File: src/rtl/srcal_pkg.sv
package srcal_pkg;

    localparam int DW          = 32;
    localparam int AW          = 8;
    localparam int CODE_W      = 3;
    localparam int CHAN_W      = 2;

    // Meter configuration word layout, decoded by the meter.
    localparam int LEN_FIELD_W = 24;
    localparam int DET_EN_BIT  = 24;
    localparam int CHAN_LSB    = 26;

    // Meter monitor word layout.
    localparam int VALID_BIT   = 0;
    localparam int FRCK_BIT    = 8;

    typedef enum logic [3:0] {
        ST_IDLE,
        ST_SETTLE,
        ST_FRCK_ON,
        ST_CFG,
        ST_DET_ON,
        ST_POLL,
        ST_POLL_GAP,
        ST_RD_VAL,
        ST_DET_OFF,
        ST_FRCK_OFF,
        ST_DIV_A,
        ST_DIV_B,
        ST_APPLY,
        ST_OSC_OFF
    } seq_state_t;

    typedef struct packed {
        logic          valid;
        logic          we;
        logic [AW-1:0] addr;
        logic [DW-1:0] wdata;
    } bus_cmd_t;

    function automatic logic [DW-1:0] meter_cfg(
        input logic [LEN_FIELD_W-1:0] len,
        input logic [CHAN_W-1:0]      chan,
        input logic                   det
    );
        logic [DW-1:0] w;
        w                       = '0;
        w[LEN_FIELD_W-1:0]      = len;
        w[DET_EN_BIT]           = det;
        w[CHAN_LSB +: CHAN_W]   = chan;
        return w;
    endfunction

    function automatic logic [CODE_W-1:0] clamp_code(input logic [DW-1:0] q);
        localparam logic [DW-1:0] CODE_MAX = DW'((1 << CODE_W) - 1);
        if (q > CODE_MAX) return CODE_W'((1 << CODE_W) - 1);
        return q[CODE_W-1:0];
    endfunction

endpackage

File: src/rtl/srcal_countdown.sv
module srcal_countdown #(
    parameter int W = 8
) (
    input  logic         clk,
    input  logic         rst,
    input  logic         load,
    input  logic [W-1:0] value,
    output logic         zero
);
    logic [W-1:0] cnt_q;

    always_ff @(posedge clk) begin
        if (rst) begin
            cnt_q <= '0;
        end else if (load) begin
            cnt_q <= value;
        end else if (cnt_q != '0) begin
            cnt_q <= cnt_q - 1'b1;
        end
    end

    assign zero = (cnt_q == '0);
endmodule

File: src/rtl/srcal_divider.sv
module srcal_divider #(
    parameter int W = 32
) (
    input  logic         clk,
    input  logic         rst,
    input  logic         start,
    input  logic [W-1:0] dividend,
    input  logic [W-1:0] divisor,
    output logic         done,
    output logic [W-1:0] quotient
);
    localparam int CW = $clog2(W + 1);

    logic [W:0]    rem_q;
    logic [W-1:0]  quo_q;
    logic [W-1:0]  dvs_q;
    logic [CW-1:0] left_q;
    logic          done_q;
    logic [W:0]    shifted;
    logic [W:0]    trial;

    always_comb begin
        shifted = {rem_q[W-1:0], quo_q[W-1]};
        trial   = shifted - {1'b0, dvs_q};
    end

    always_ff @(posedge clk) begin
        if (rst) begin
            rem_q  <= '0;
            quo_q  <= '0;
            dvs_q  <= '0;
            left_q <= '0;
            done_q <= 1'b0;
        end else begin
            done_q <= 1'b0;
            if (start) begin
                rem_q  <= '0;
                quo_q  <= dividend;
                dvs_q  <= divisor;
                left_q <= CW'(W);
            end else if (left_q != '0) begin
                if (!trial[W]) begin
                    rem_q <= trial;
                    quo_q <= {quo_q[W-2:0], 1'b1};
                end else begin
                    rem_q <= shifted;
                    quo_q <= {quo_q[W-2:0], 1'b0};
                end
                left_q <= left_q - 1'b1;
                if (left_q == CW'(1)) done_q <= 1'b1;
            end
        end
    end

    assign done     = done_q;
    assign quotient = quo_q;
endmodule

File: src/rtl/srcal_bus_port.sv
module srcal_bus_port
    import srcal_pkg::*;
(
    input  bus_cmd_t      cmd,
    input  logic          reg_ack,
    output logic          reg_req,
    output logic          reg_we,
    output logic [AW-1:0] reg_addr,
    output logic [DW-1:0] reg_wdata,
    output logic          xfer
);
    always_comb begin
        reg_req   = cmd.valid;
        reg_we    = cmd.valid & cmd.we;
        reg_addr  = cmd.valid ? cmd.addr : '0;
        reg_wdata = (cmd.valid && cmd.we) ? cmd.wdata : '0;
        xfer      = cmd.valid & reg_ack;
    end
endmodule

File: src/rtl/srcal_seq.sv
module srcal_seq
    import srcal_pkg::*;
#(
    parameter int            CYC_PER_US   = 200,
    parameter int            SETTLE_US    = 1,
    parameter int            POLL_US      = 10,
    parameter int            TIMEOUT_US   = 200,
    parameter int            METER_CYCLES = 1024,
    parameter int            REF_MHZ      = 26,
    parameter int            SR_COEF      = 28,
    parameter int            SR_DIV       = 1000,
    parameter int            DEFAULT_CODE = 4,
    parameter logic [7:0]    CFG_ADDR     = 8'h00,
    parameter logic [7:0]    VAL_ADDR     = 8'h0C,
    parameter logic [7:0]    MON_ADDR     = 8'h10
) (
    input  logic              clk,
    input  logic              rst,
    input  logic              start,
    input  logic [CHAN_W-1:0] port_sel,
    output logic              done,
    output logic              osc_en,
    output logic [CODE_W-1:0] slew_code,
    output logic              reg_req,
    output logic              reg_we,
    output logic [AW-1:0]     reg_addr,
    output logic [DW-1:0]     reg_wdata,
    input  logic [DW-1:0]     reg_rdata,
    input  logic              reg_ack
);
    localparam int SETTLE_CYC  = SETTLE_US * CYC_PER_US;
    localparam int POLL_CYC    = POLL_US * CYC_PER_US;
    localparam int TIMEOUT_CYC = TIMEOUT_US * CYC_PER_US;
    localparam int WAIT_MAX    = (SETTLE_CYC > POLL_CYC) ? SETTLE_CYC : POLL_CYC;
    localparam int WAIT_W      = $clog2(WAIT_MAX + 1);
    localparam int TMO_W       = $clog2(TIMEOUT_CYC + 1);

    localparam logic [DW-1:0]          CAL_NUM   = DW'(METER_CYCLES * REF_MHZ * SR_COEF);
    localparam logic [DW-1:0]          ROUND_ADD = DW'(SR_DIV / 2);
    localparam logic [DW-1:0]          SCALE_DIV = DW'(SR_DIV);
    localparam logic [LEN_FIELD_W-1:0] WIN_LEN   = LEN_FIELD_W'(METER_CYCLES);
    localparam logic [CODE_W-1:0]      DEF_CODE  = CODE_W'(DEFAULT_CODE);
    localparam logic [TMO_W-1:0]       TMO_LIM   = TMO_W'(TIMEOUT_CYC);
    localparam logic [DW-1:0]          FRCK_WORD = DW'(1) << FRCK_BIT;

    seq_state_t        state_q;
    logic [CHAN_W-1:0] chan_q;
    logic [DW-1:0]     count_q;
    logic [CODE_W-1:0] code_q;
    logic [CODE_W-1:0] slew_q;
    logic              osc_q;
    logic              done_q;
    logic [TMO_W-1:0]  elapsed_q;
    logic              timed_out;

    bus_cmd_t          cmd;
    logic              xfer;
    logic              wait_load;
    logic [WAIT_W-1:0] wait_val;
    logic              wait_zero;
    logic              div_start;
    logic [DW-1:0]     div_num;
    logic [DW-1:0]     div_den;
    logic              div_done;
    logic [DW-1:0]     div_quo;

    assign timed_out = (elapsed_q == TMO_LIM);

    // Bus command, wait loads and divider launch, all decoded from the state.
    always_comb begin
        cmd       = '0;
        wait_load = 1'b0;
        wait_val  = '0;
        div_start = 1'b0;
        div_num   = CAL_NUM;
        div_den   = count_q;
        unique case (state_q)
            ST_IDLE: begin
                wait_load = start;
                wait_val  = WAIT_W'(SETTLE_CYC);
            end
            ST_FRCK_ON:  cmd = '{valid: 1'b1, we: 1'b1, addr: MON_ADDR, wdata: FRCK_WORD};
            ST_CFG:      cmd = '{valid: 1'b1, we: 1'b1, addr: CFG_ADDR,
                                 wdata: meter_cfg(WIN_LEN, chan_q, 1'b0)};
            ST_DET_ON:   cmd = '{valid: 1'b1, we: 1'b1, addr: CFG_ADDR,
                                 wdata: meter_cfg(WIN_LEN, chan_q, 1'b1)};
            ST_POLL: begin
                cmd       = '{valid: 1'b1, we: 1'b0, addr: MON_ADDR, wdata: '0};
                wait_load = xfer && !reg_rdata[VALID_BIT] && !timed_out;
                wait_val  = WAIT_W'(POLL_CYC);
            end
            ST_RD_VAL:   cmd = '{valid: 1'b1, we: 1'b0, addr: VAL_ADDR, wdata: '0};
            ST_DET_OFF:  cmd = '{valid: 1'b1, we: 1'b1, addr: CFG_ADDR,
                                 wdata: meter_cfg(WIN_LEN, chan_q, 1'b0)};
            ST_FRCK_OFF: begin
                cmd       = '{valid: 1'b1, we: 1'b1, addr: MON_ADDR, wdata: '0};
                div_start = xfer && (count_q != '0);
            end
            ST_DIV_A: begin
                div_start = div_done;
                div_num   = div_quo + ROUND_ADD;
                div_den   = SCALE_DIV;
            end
            default: ;
        endcase
    end

    always_ff @(posedge clk) begin
        if (rst) begin
            state_q   <= ST_IDLE;
            chan_q    <= '0;
            count_q   <= '0;
            code_q    <= DEF_CODE;
            slew_q    <= DEF_CODE;
            osc_q     <= 1'b0;
            done_q    <= 1'b0;
            elapsed_q <= '0;
        end else begin
            done_q <= 1'b0;
            unique case (state_q)
                ST_IDLE: if (start) begin
                    chan_q  <= port_sel;
                    osc_q   <= 1'b1;
                    state_q <= ST_SETTLE;
                end
                ST_SETTLE:  if (wait_zero) state_q <= ST_FRCK_ON;
                ST_FRCK_ON: if (xfer) state_q <= ST_CFG;
                ST_CFG:     if (xfer) state_q <= ST_DET_ON;
                ST_DET_ON: if (xfer) begin
                    elapsed_q <= '0;
                    state_q   <= ST_POLL;
                end
                ST_POLL: begin
                    if (!timed_out) elapsed_q <= elapsed_q + 1'b1;
                    if (xfer) begin
                        if (reg_rdata[VALID_BIT] || timed_out) state_q <= ST_RD_VAL;
                        else                                   state_q <= ST_POLL_GAP;
                    end
                end
                ST_POLL_GAP: begin
                    if (!timed_out) elapsed_q <= elapsed_q + 1'b1;
                    if (wait_zero) state_q <= ST_POLL;
                end
                ST_RD_VAL: if (xfer) begin
                    count_q <= reg_rdata;
                    state_q <= ST_DET_OFF;
                end
                ST_DET_OFF: if (xfer) state_q <= ST_FRCK_OFF;
                ST_FRCK_OFF: if (xfer) begin
                    if (count_q == '0) begin
                        code_q  <= DEF_CODE;
                        state_q <= ST_APPLY;
                    end else begin
                        state_q <= ST_DIV_A;
                    end
                end
                ST_DIV_A: if (div_done) state_q <= ST_DIV_B;
                ST_DIV_B: if (div_done) begin
                    code_q  <= clamp_code(div_quo);
                    state_q <= ST_APPLY;
                end
                ST_APPLY: begin
                    slew_q  <= code_q;
                    state_q <= ST_OSC_OFF;
                end
                ST_OSC_OFF: begin
                    osc_q   <= 1'b0;
                    done_q  <= 1'b1;
                    state_q <= ST_IDLE;
                end
                default: state_q <= ST_IDLE;
            endcase
        end
    end

    srcal_countdown #(.W(WAIT_W)) u_wait (
        .clk   (clk),
        .rst   (rst),
        .load  (wait_load),
        .value (wait_val),
        .zero  (wait_zero)
    );

    srcal_divider #(.W(DW)) u_div (
        .clk      (clk),
        .rst      (rst),
        .start    (div_start),
        .dividend (div_num),
        .divisor  (div_den),
        .done     (div_done),
        .quotient (div_quo)
    );

    srcal_bus_port u_bus (
        .cmd       (cmd),
        .reg_ack   (reg_ack),
        .reg_req   (reg_req),
        .reg_we    (reg_we),
        .reg_addr  (reg_addr),
        .reg_wdata (reg_wdata),
        .xfer      (xfer)
    );

    assign done      = done_q;
    assign osc_en    = osc_q;
    assign slew_code = slew_q;
endmodule

File: config.mk
export PLATFORM = sky130hd
export DESIGN_NAME = srcal_seq
export DESIGN_NICKNAME = d
export VERILOG_FILES = /design/src/rtl/srcal_pkg.sv /design/src/rtl/srcal_countdown.sv /design/src/rtl/srcal_divider.sv /design/src/rtl/srcal_bus_port.sv /design/src/rtl/srcal_seq.sv
export SDC_FILE = /design/constraint.sdc
export NUM_CORES = 1
export LEC_CHECK = 0
export BUFFER_PORTS_ARGS = -buffer_cell sky130_fd_sc_hd__buf_4
export CAP_MARGIN = 20
export CORE_ASPECT_RATIO = 1.25
export CORE_UTILIZATION = 40
export DETAILED_ROUTE_END_ITERATION = 8
export PLACE_DENSITY_LB_ADDON = 0.2
export RECOVER_POWER = 25
export SETUP_SLACK_MARGIN = 0.2
export SLEW_MARGIN = 40
export SYNTH_ARGS = -nofsm -noshare
export SYNTH_HDL_FRONTEND = slang
export SYNTH_HIERARCHICAL = 1
export SYNTH_SLANG_ARGS = --single-unit
File: constraint.sdc
create_clock -name clk -period 4.8 [get_ports clk]
set_clock_uncertainty 0.15 [all_clocks]
set_input_delay 0.72 -clock clk [delete_from_list [all_inputs] [get_ports clk]]
set_output_delay 0.72 -clock clk [all_outputs]
set_load 0.02 [all_outputs]
==> results of run 1 <==
[final cells by class]
type,count,share of cell area [%]
well taps,350,3.553
clock inverters,12,0.7106
repair buffers,69,4.091
flip-flops and latches,176,28.59
clock buffers,20,3.543
multi-input cells,1187,57.72
inverters,59,1.797
[logic make-up (layout without fill, tap and decap cells)]
| group | after synthesis | count (layout) |
|---|---|---|
| buffers and inverters | 161 | 160 |
| AOI/OAI and AO/OA | 318 | 318 |
| xor gates and xnor gates | 66 | 66 |
| muxes | 44 | 44 |
| DFF | 176 | 176 |
| adders and majority gates | 40 | 40 |
| other | 1 | 36 |
| and+or+nand+nor | 683 | 683 |
[report_power, final]
part,switching [µW],leakage (µW),internal [µW]
sequential,169,0.00143,1620
clock,600,0.000243,663
combinational,2130,0.00306,1220
total,2900,0.00473,3500
[critical path, stage by stage, from the launching register on]
cell and delay [ps]:
dfxtp_1 710, nor2_1 150, xnor2_1 170, a21oi_2 130, and2_0 530, nand4_1 170, nand2_1 100, clkbuf_1 530
clkinv_1 490, and4_1 310, a311o_1 260
[synth_stat cells, types with 7 or more instances]
cell type	instances
and3_1	18
dfxtp_1	176
nand4_1	49
or4_1	8
nor2b_1	38
and3_2	32
clkbuf_1	59
or3_1	11
buf_1	9
inv_1	58
nand2b_1	16
nor2_1	149
buf_4	7
and2_1	17
or2_2	8
o21ai_0	23
o22ai_1	12
mux2i_1	39
nand3_1	79
nor3_1	18
nor4_1	19
a21o_1	8
a31oi_1	17
nand2_1	192
xor2_1	34
buf_2	22
a21oi_1	165
ha_1	39
o211ai_1	8
xnor2_1	32
[flip-flops by register name, summed over array words and instances, names as in the netlist]
| signal | cells |
|---|---|
| u_wait/cnt_q | 11 |
| chan_q | 2 |
| state_q | 4 |
| u_div/done | 1 |
| u_div/quotient | 32 |
| count_q | 32 |
| elapsed_q | 16 |
| code_q | 3 |
| done | 1 |
| u_div/rem_q | 32 |
| u_div/left_q | 6 |
| osc_en | 1 |
| u_div/dvs_q | 32 |
| slew_code | 3 |
[metrics by stage]
stage / total power (µW) / worst slack [ps] / hold slack (ps) / instance area [µm²]
after detailed placement: 5119 / 1377 / 301.7 / 11820
after global routing: 6860 / 704.0 / 342.4 / 12330
after floorplan: 4376 / 1215 / 277.4 / 11290
final: 6402 / 975.1 / 311.2 / 12330
after CTS: 6411 / 1348 / 311.8 / 12340
after global placement: 5119 / 1453 / 299.2 / 11820
[layer usage]
metal / part of all wire [%] / GRT usage, % / vias to the layer above / wire [µm]
met3: 3.7 / 2.954 / 34 / 1085
met1: 47 / 27.03 / 4773 / 13610
met5: 0 / 0 / - / 0
li1: - / - / 5254 / -
met4: 1.9 / 7.038 / 0 / 556
met2: 48 / 34.91 / 227 / 13840
[worst min-delay path by stage]
stage                    to  slack [ps]  cells past startpoint
2_1_floorplan  slew_code[0]         280                      2
3_3_place_gp      chan_q[1]         300                      2
3_5_place_dp      chan_q[1]         300                      2
4_1_cts        slew_code[1]         310                      2
5_1_grt           chan_q[0]         340                      2
6_report          chan_q[1]         310                      2
==> run metrics, run 1 <==
status complete, no violations; die extent in x 151.4 µm; pin count of the biggest net entering global routing 77; Iteration-0 DRC Markers 637; PD cells 519.4 mW/mm²; Mapped Cells 1489; RSZ-0062 raised after global routing no; Crit. Startpoint state_q[2]; routed wire length per instance 15.53 µm; postcts setup bufs 0; FP Rows 68; fin nets 1588; Post-Synth XOR/XNOR Area 5.182%; Hold Vio Cnt, Final 0; Worst R2R Path Depth 10; initial antenna violation count 0; leading area contributor after synthesis dfxtp_1; compound-gate portion of the synthesized area 17.75%; Vias 10290; commonest non-fill, non-tap cells in the layout nand2_1, dfxtp_1, a21oi_1; VDD IR max 281.8 µV; WL final 29090 µm; vias in the first global route 9719; CTS Root Cell clkbuf_16; Worst-Margin Slew 1414 ps; layout cells sized above 1 11.10%; simple-gate portion of the synthesized area 30.88%; synthesized cell area 0.01115 mm²; top_reg_cell synth dfxtp_1; fraction of the mapped netlist area in adder cells 4.554%; die area 0.02856 mm²; IO Count 85; clk sink count 176; FILL cells 2787; Rel. slew slack 5.708%; DP Wirelength 20620 µm; worst reg-to-reg setup slack 980 ps; syn avg cell area 7.491 µm²; CTS tree done; worst skew pair latency 430 ps; starting density of the core 40.59%; ANT cells 0; Core Area 0.02748 mm²; Synthesis Warnings 6; DP Cell Count 1840; Final Core Density 44.85%; CTS H-Tree Depth 4; post-cts repair resize count 0; CP endpoint u_wait/cnt_q[0]; GRT Total Usage 20.84%; post-route setup TNS 0 ps; Area contributors post-synth dfxtp_1, a21oi_1, nand2_1; P&R area growth vs syn 10.50%; final cell count without fillers 1873; final antenna-violating net count 0; Die Span Y 188.7 µm; aggregate global routing overflow 0; multiplexer area fraction after synthesis 4.004%; fin crit share 79.68%; Final min period 3825 ps; vias per cell 5.493; cts bufs inserted 17; max frequency 261.4 MHz; Seq/Total Area, Yosys 31.59%; r2r startpoint state_q[2]; Hold Startpoint chan_q[1]; drc violations 0; ys async rst share 0%; main combinational cell family by area after synthesis simple AND/OR/NAND/NOR gates; critical path class flip-flop to flip-flop; Leak 0.004727 µW; final RePlAce weighted congestion 0.8701; commonest non-fill, non-tap cell in the layout nand2_1; crit end category flip-flop; Initial DRT Pass Iterations 5; Max FO, Critical Path 19; first-pass GRT wire length 48420 µm; area of the multi-input gates 0.007114 mm²; number of synthesized register bits 176; Post-synth EDFFs 0; Port Buffers 52; worst endpoint required time 4980 ps; maxcap violations 0; reg-to-reg endpoint u_wait/cnt_q[0]; CTS Hold Bufs 0; Cell variety after synth 89; endpoints failing setup 0; top cell type's share of synthesized area 31.59%; max-slew violation count 0; Startpoint Class flip-flop; clk slew on worst S/H paths 70 ps; Hold Crit Class flip-flop to flip-flop; clk buf depth 2; CP arrival 4000 ps; Seq. cell area 0.003523 mm²
Note: power is estimated with default switching activity, not from simulation.
==> run 2: changes to the inputs <==
Clock period 4.8 ns to 3.5 ns, I/O delays scaled along.
==> run metrics, run 2 (synthesis gave the netlist of run 1 again) <==
status complete, no violations (unchanged); Psw 4081 µW (was 2899 µW); worst skew pair latency 440 ps (was 430 ps); Startpoint Class flip-flop (unchanged); max-slew violation count 0 (unchanged); RSZ-0062 raised after global routing no (unchanged); CTS Root Cell clkbuf_16 (unchanged); fin crit share 89.72% (was 79.68%); endpoints failing setup 0 (unchanged); Setup WS post-layout 359.9 ps (was 975.1 ps); hold_ws 182.3 ps (was 311.2 ps); Port Buffers 52 (unchanged); Rel. slew slack 49.09% (was 5.708%); max frequency 318.5 MHz (was 261.4 MHz); P&R area growth vs syn 12.18% (was 10.50%); fin nets 1603 (was 1588); initial antenna violation count 0 (unchanged); WL final 29610 µm (was 29090 µm); die area 0.02856 mm² (unchanged); Vias 10280 (was 10290); final RePlAce weighted congestion 0.8748 (was 0.8701); Worst-Margin Slew 762.3 ps (was 1414 ps); pin count of the biggest net entering global routing 99 (was 77); FP Rows 68 (unchanged); CTS H-Tree Depth 4 (unchanged); maxcap violations 0 (unchanged); clk sink count 176 (unchanged); routed wire length per instance 15.68 µm (was 15.53 µm); Hold Vio Cnt, Final 0 (unchanged); Clk pwr share 21.5% (was 19.7%); Iteration-0 DRC Markers 697 (was 637); Final min period 3140 ps (was 3825 ps); IO Count 85 (unchanged); DP Cell Count 1854 (was 1840); CTS tree done (unchanged); critical path class flip-flop to flip-flop (unchanged); drc violations 0 (unchanged); ANT cells 0 (unchanged); starting density of the core 40.59% (unchanged); layout cells sized above 1 12.22% (was 11.10%); internal power 5085 µW (was 3503 µW); worst endpoint required time 3650 ps (was 4980 ps); CTS Hold Bufs 0 (unchanged); DP Worst Slack 361.9 ps (was 1377 ps); CP top delay family compound AO/OA/AOI/OAI gates (was simple AND/OR/NAND/NOR gates); final antenna-violating net count 0 (unchanged); commonest non-fill, non-tap cells in the layout nand2_1, dfxtp_1, a21oi_1 (unchanged); part of the power in registers 26.6% (was 27.9%); post-route setup TNS 0 ps (unchanged); CP arrival 3290 ps (was 4000 ps); CP max stage cell fa_1 (was dfxtp_1); clk slew on worst S/H paths 70 ps (about the same); aggregate global routing overflow 0 (unchanged); Die Span Y 188.7 µm (unchanged); crit end category flip-flop (unchanged); Final Power 9166 µW (was 6402 µW); first-pass GRT wire length 49190 µm (was 48420 µm); vias per cell 5.447 (was 5.493); critical path, cell by cell inv_1 -> ha_1 -> fa_1 -> nand2b_1 -> a21oi_1 -> o21ai_2 -> o21ai_4 -> a211oi_2 -> a211o_2 -> buf_4 -> nand2_2 -> o22ai_1 (was nor2_1 -> xnor2_1 -> a21oi_2 -> and2_0 -> nand4_1 -> nand2_1 -> clkbuf_1 -> clkinv_1 -> and4_1 -> a311o_1); cts bufs inserted 17 (unchanged); VDD IR max 422.1 µV (was 281.8 µV); Bufs and invs on worst path 2 (unchanged); PD cells 732.5 mW/mm² (was 519.4 mW/mm²); Max FO, Critical Path 12 (was 19); Initial DRT Pass Iterations 5 (unchanged); Leak 0.004838 µW (was 0.004727 µW); GRT Total Usage 21.44% (was 20.84%); DP Wirelength 21160 µm (was 20620 µm); Logic pwr share 51.9% (was 52.3%); switch share 44.52% (was 45.28%); Core Area 0.02748 mm² (unchanged); Crit path largest cell delay 400 ps (was 710 ps); clk buf depth 2 (unchanged); die extent in x 151.4 µm (unchanged); vias in the first global route 9834 (was 9719); commonest non-fill, non-tap cell in the layout nand2_1 (unchanged); final cell count without fillers 1888 (was 1873); Hold Crit Class primary input to flip-flop (was flip-flop to flip-flop)
[run 2: final cells by class]
class                   instances  area [µm²]
repair buffers                 84       606.8
well taps                     350       437.9
clock inverters                13       150.1
inverters                      59       221.5
fillers                      2788       14970
clock buffers                  19       452.9
multi-input cells            1187        7121
flip-flops and latches        176        3523
[run 2: power groups by stage]
stage	Clock [µW]	Combinational, µW	Sequential, µW
after floorplan	0	3600	2400
after global placement	0	4670	2480
after detailed placement	0	4670	2480
after CTS	2020	4690	2440
after global routing	2100	5220	2470
final	1970	4760	2440
[run 2: tightest hold or removal path, stage by stage]
cell and delay (ps):
buf_4 110, nand2_1 40, a21oi_1 50
[run 2: repair_timing]
item	in CTS	in global routing
resized for setup	0	1
setup buffers	0	2
endpoints found under the setup margin	0	6
[run 2: worst paths after layout]
check | startpoint | end | slack, ps | cells after the start
min | reg_rdata[22] | count_q[22] | 180 | 3
max | u_div/quotient[31] | u_div/rem_q[8] | 360 | 12
max reg2reg | u_div/quotient[31] | u_div/rem_q[8] | 360 | 12
min reg2reg | chan_q[1] | chan_q[1] | 300 | 2
[run 2: per-layer routing]
metal	vias to the layer above	GRT usage, %	part of all wire [%]
li1	5282	-	-
met1	4748	27.57	47
met2	206	35.97	48
met3	48	2.978	3.3
met4	0	7.808	2.4
met5	-	0	0
[run 2: per-stage QoR]
| stage | utilization [%] | cell area [µm²] |
|---|---|---|
| finish | 45.53 | 12510 |
| CTS | 45.63 | 12540 |
| detailed placement | 43.44 | 11940 |
| floorplan | - | 11300 |
| global placement | 43.43 | 11940 |
| global route | 45.53 | 12510 |
==> run 3: changes to the inputs <==
Settings changed: CORE_UTILIZATION 40 to 55.
==> run metrics, run 3 (synthesis gave the netlist of run 1 again) <==
Setup WS post-layout 355.8 ps (was 359.9 ps); postcts setup bufs 0 (unchanged); CTS tree done (unchanged); Rel. slew slack 49.32% (was 49.09%); max-slew violation count 0 (unchanged); CP arrival 3350 ps (was 3290 ps); status complete, no violations (unchanged); FILL cells 1822 (was 2788); crit end category flip-flop (unchanged); clk buf depth 2 (unchanged); post-cts repair resize count 0 (unchanged); WHS Path Cells 3 (unchanged); aggregate global routing overflow 0 (unchanged); critical path class flip-flop to flip-flop (unchanged); cts bufs inserted 17 (unchanged); layout cells sized above 1 11.88% (was 12.22%); Startpoint Class flip-flop (unchanged); drc violations 0 (unchanged); P&R area growth vs syn 11.30% (was 12.18%); starting density of the core 56.67% (was 40.59%); final cell count without fillers 1797 (was 1888); WL final 27880 µm (was 29610 µm); Hold Crit Class primary input to flip-flop (unchanged); commonest non-fill, non-tap cells in the layout nand2_1, dfxtp_1, a21oi_1 (unchanged); CTS Hold Bufs 0 (unchanged); DP Worst Slack 408.4 ps (was 361.9 ps); worst reg-to-reg setup slack 360 ps (about the same); reg-to-reg endpoint count_q[0] (was u_div/rem_q[8]); final RePlAce weighted congestion 0.9201 (was 0.8748); Max FO, Critical Path 14 (was 12); die area 0.02086 mm² (was 0.02856 mm²); clk slew on worst S/H paths 70 ps (about the same); post-route setup TNS 0 ps (unchanged); final antenna-violating net count 0 (unchanged); initial antenna violation count 0 (unchanged); CTS H-Tree Depth 4 (unchanged); RSZ-0062 raised after global routing no (unchanged); routed wire length per instance 15.52 µm (was 15.68 µm); first-pass GRT wire length 46060 µm (was 49190 µm); die extent in x 129.4 µm (was 151.4 µm); endpoints failing setup 0 (unchanged); Core Area 0.01968 mm² (was 0.02748 mm²); max frequency 318.0 MHz (was 318.5 MHz); Final min period 3144 ps (was 3140 ps); commonest non-fill, non-tap cell in the layout nand2_1 (unchanged); Worst Hold End count_q[20] (was count_q[22]); Die Span Y 161.2 µm (was 188.7 µm); CTS Root Cell clkbuf_16 (unchanged); Initial DRT Pass Iterations 5 (unchanged); fin nets 1597 (was 1603); vias in the first global route 9621 (was 9834); fin area 0.01241 mm² (was 0.01251 mm²); vias per cell 5.857 (was 5.447); DP Wirelength 19630 µm (was 21160 µm); VDD IR max 463.3 µV (was 422.1 µV); DP Cell Count 1765 (was 1854); maxcap violations 0 (unchanged); Hold Startpoint reg_rdata[20] (was reg_rdata[22]); fin crit share 89.84% (was 89.72%); clk sink count 176 (unchanged); post-place instance area 0.01180 mm² (was 0.01194 mm²); Worst R2R Path Depth 10 (was 12); r2r startpoint state_q[3] (was u_div/quotient[31]); IO Count 85 (unchanged); Worst-Margin Slew 760.2 ps (was 762.3 ps); Port Buffers 52 (unchanged); Iteration-0 DRC Markers 791 (was 697); pin count of the biggest net entering global routing 100 (was 99); ANT cells 0 (unchanged); GRT Total Usage 27.20% (was 21.44%); Leak 0.004823 µW (was 0.004838 µW); PD cells 738.4 mW/mm² (was 732.5 mW/mm²); worst endpoint required time 3710 ps (was 3650 ps); FP Rows 57 (was 68); Final Core Density 63.07% (was 45.53%); Hold Vio Cnt, Final 0 (unchanged); Vias 10530 (was 10280); worst skew pair latency 430 ps (was 440 ps)
run 3: worst max-delay path, stage by stage (launching register included):
cell	delay (ps)
dfxtp_1	570
inv_1	210
xnor2_1	180
a21oi_2	120
and2_0	160
clkbuf_1	410
nand3_1	170
nor2_1	160
clkbuf_1	560
nand2_1	190
a21oi_1	180
run 3: per-layer routing:
metal / part of all wire, % / GRT usage [%]
met5: 0 / 0
met4: 2.2 / 9.144
met3: 5.5 / 4.902
met2: 47 / 45.55
met1: 45 / 34.91
run 3: report_power, final:
| part | internal (µW) | switching (µW) |
|---|---|---|
| clock network | 1230 | 838 |
| logic | 1720 | 2930 |
| registers | 2220 | 229 |
run 3: worst max-delay path by stage:
stage                  startpoint         endpoint  slack, ps
6_report               state_q[3]       count_q[0]        360
5_1_grt                state_q[3]  u_wait/cnt_q[0]        150
4_1_cts        u_div/quotient[31]  u_div/rem_q[16]        400
3_5_place_dp   u_div/quotient[31]  u_div/rem_q[16]        410
3_3_place_gp   u_div/quotient[31]  u_div/rem_q[16]        550
2_1_floorplan          state_q[2]  u_div/rem_q[10]        270
run 3: layout make-up:
type	instances	area (µm²)	share of cell area (%)
multi-input combinational	1187	7128	57.42
sequential	176	3523	28.38
timing repair buffer	78	568.0	4.576
clock buffer	18	439.2	3.538
tap	265	331.6	2.671
inverter	59	221.5	1.784
clock inverter	14	202.7	1.633
run 3: stage by stage:
step	hold slack (ps)	total power, µW
2_1_floorplan	277.4	6008
3_3_place_gp	289.9	6981
3_5_place_dp	296.5	7035
4_1_cts	177.2	9123
5_1_grt	184.2	9717
6_report	187.5	9167
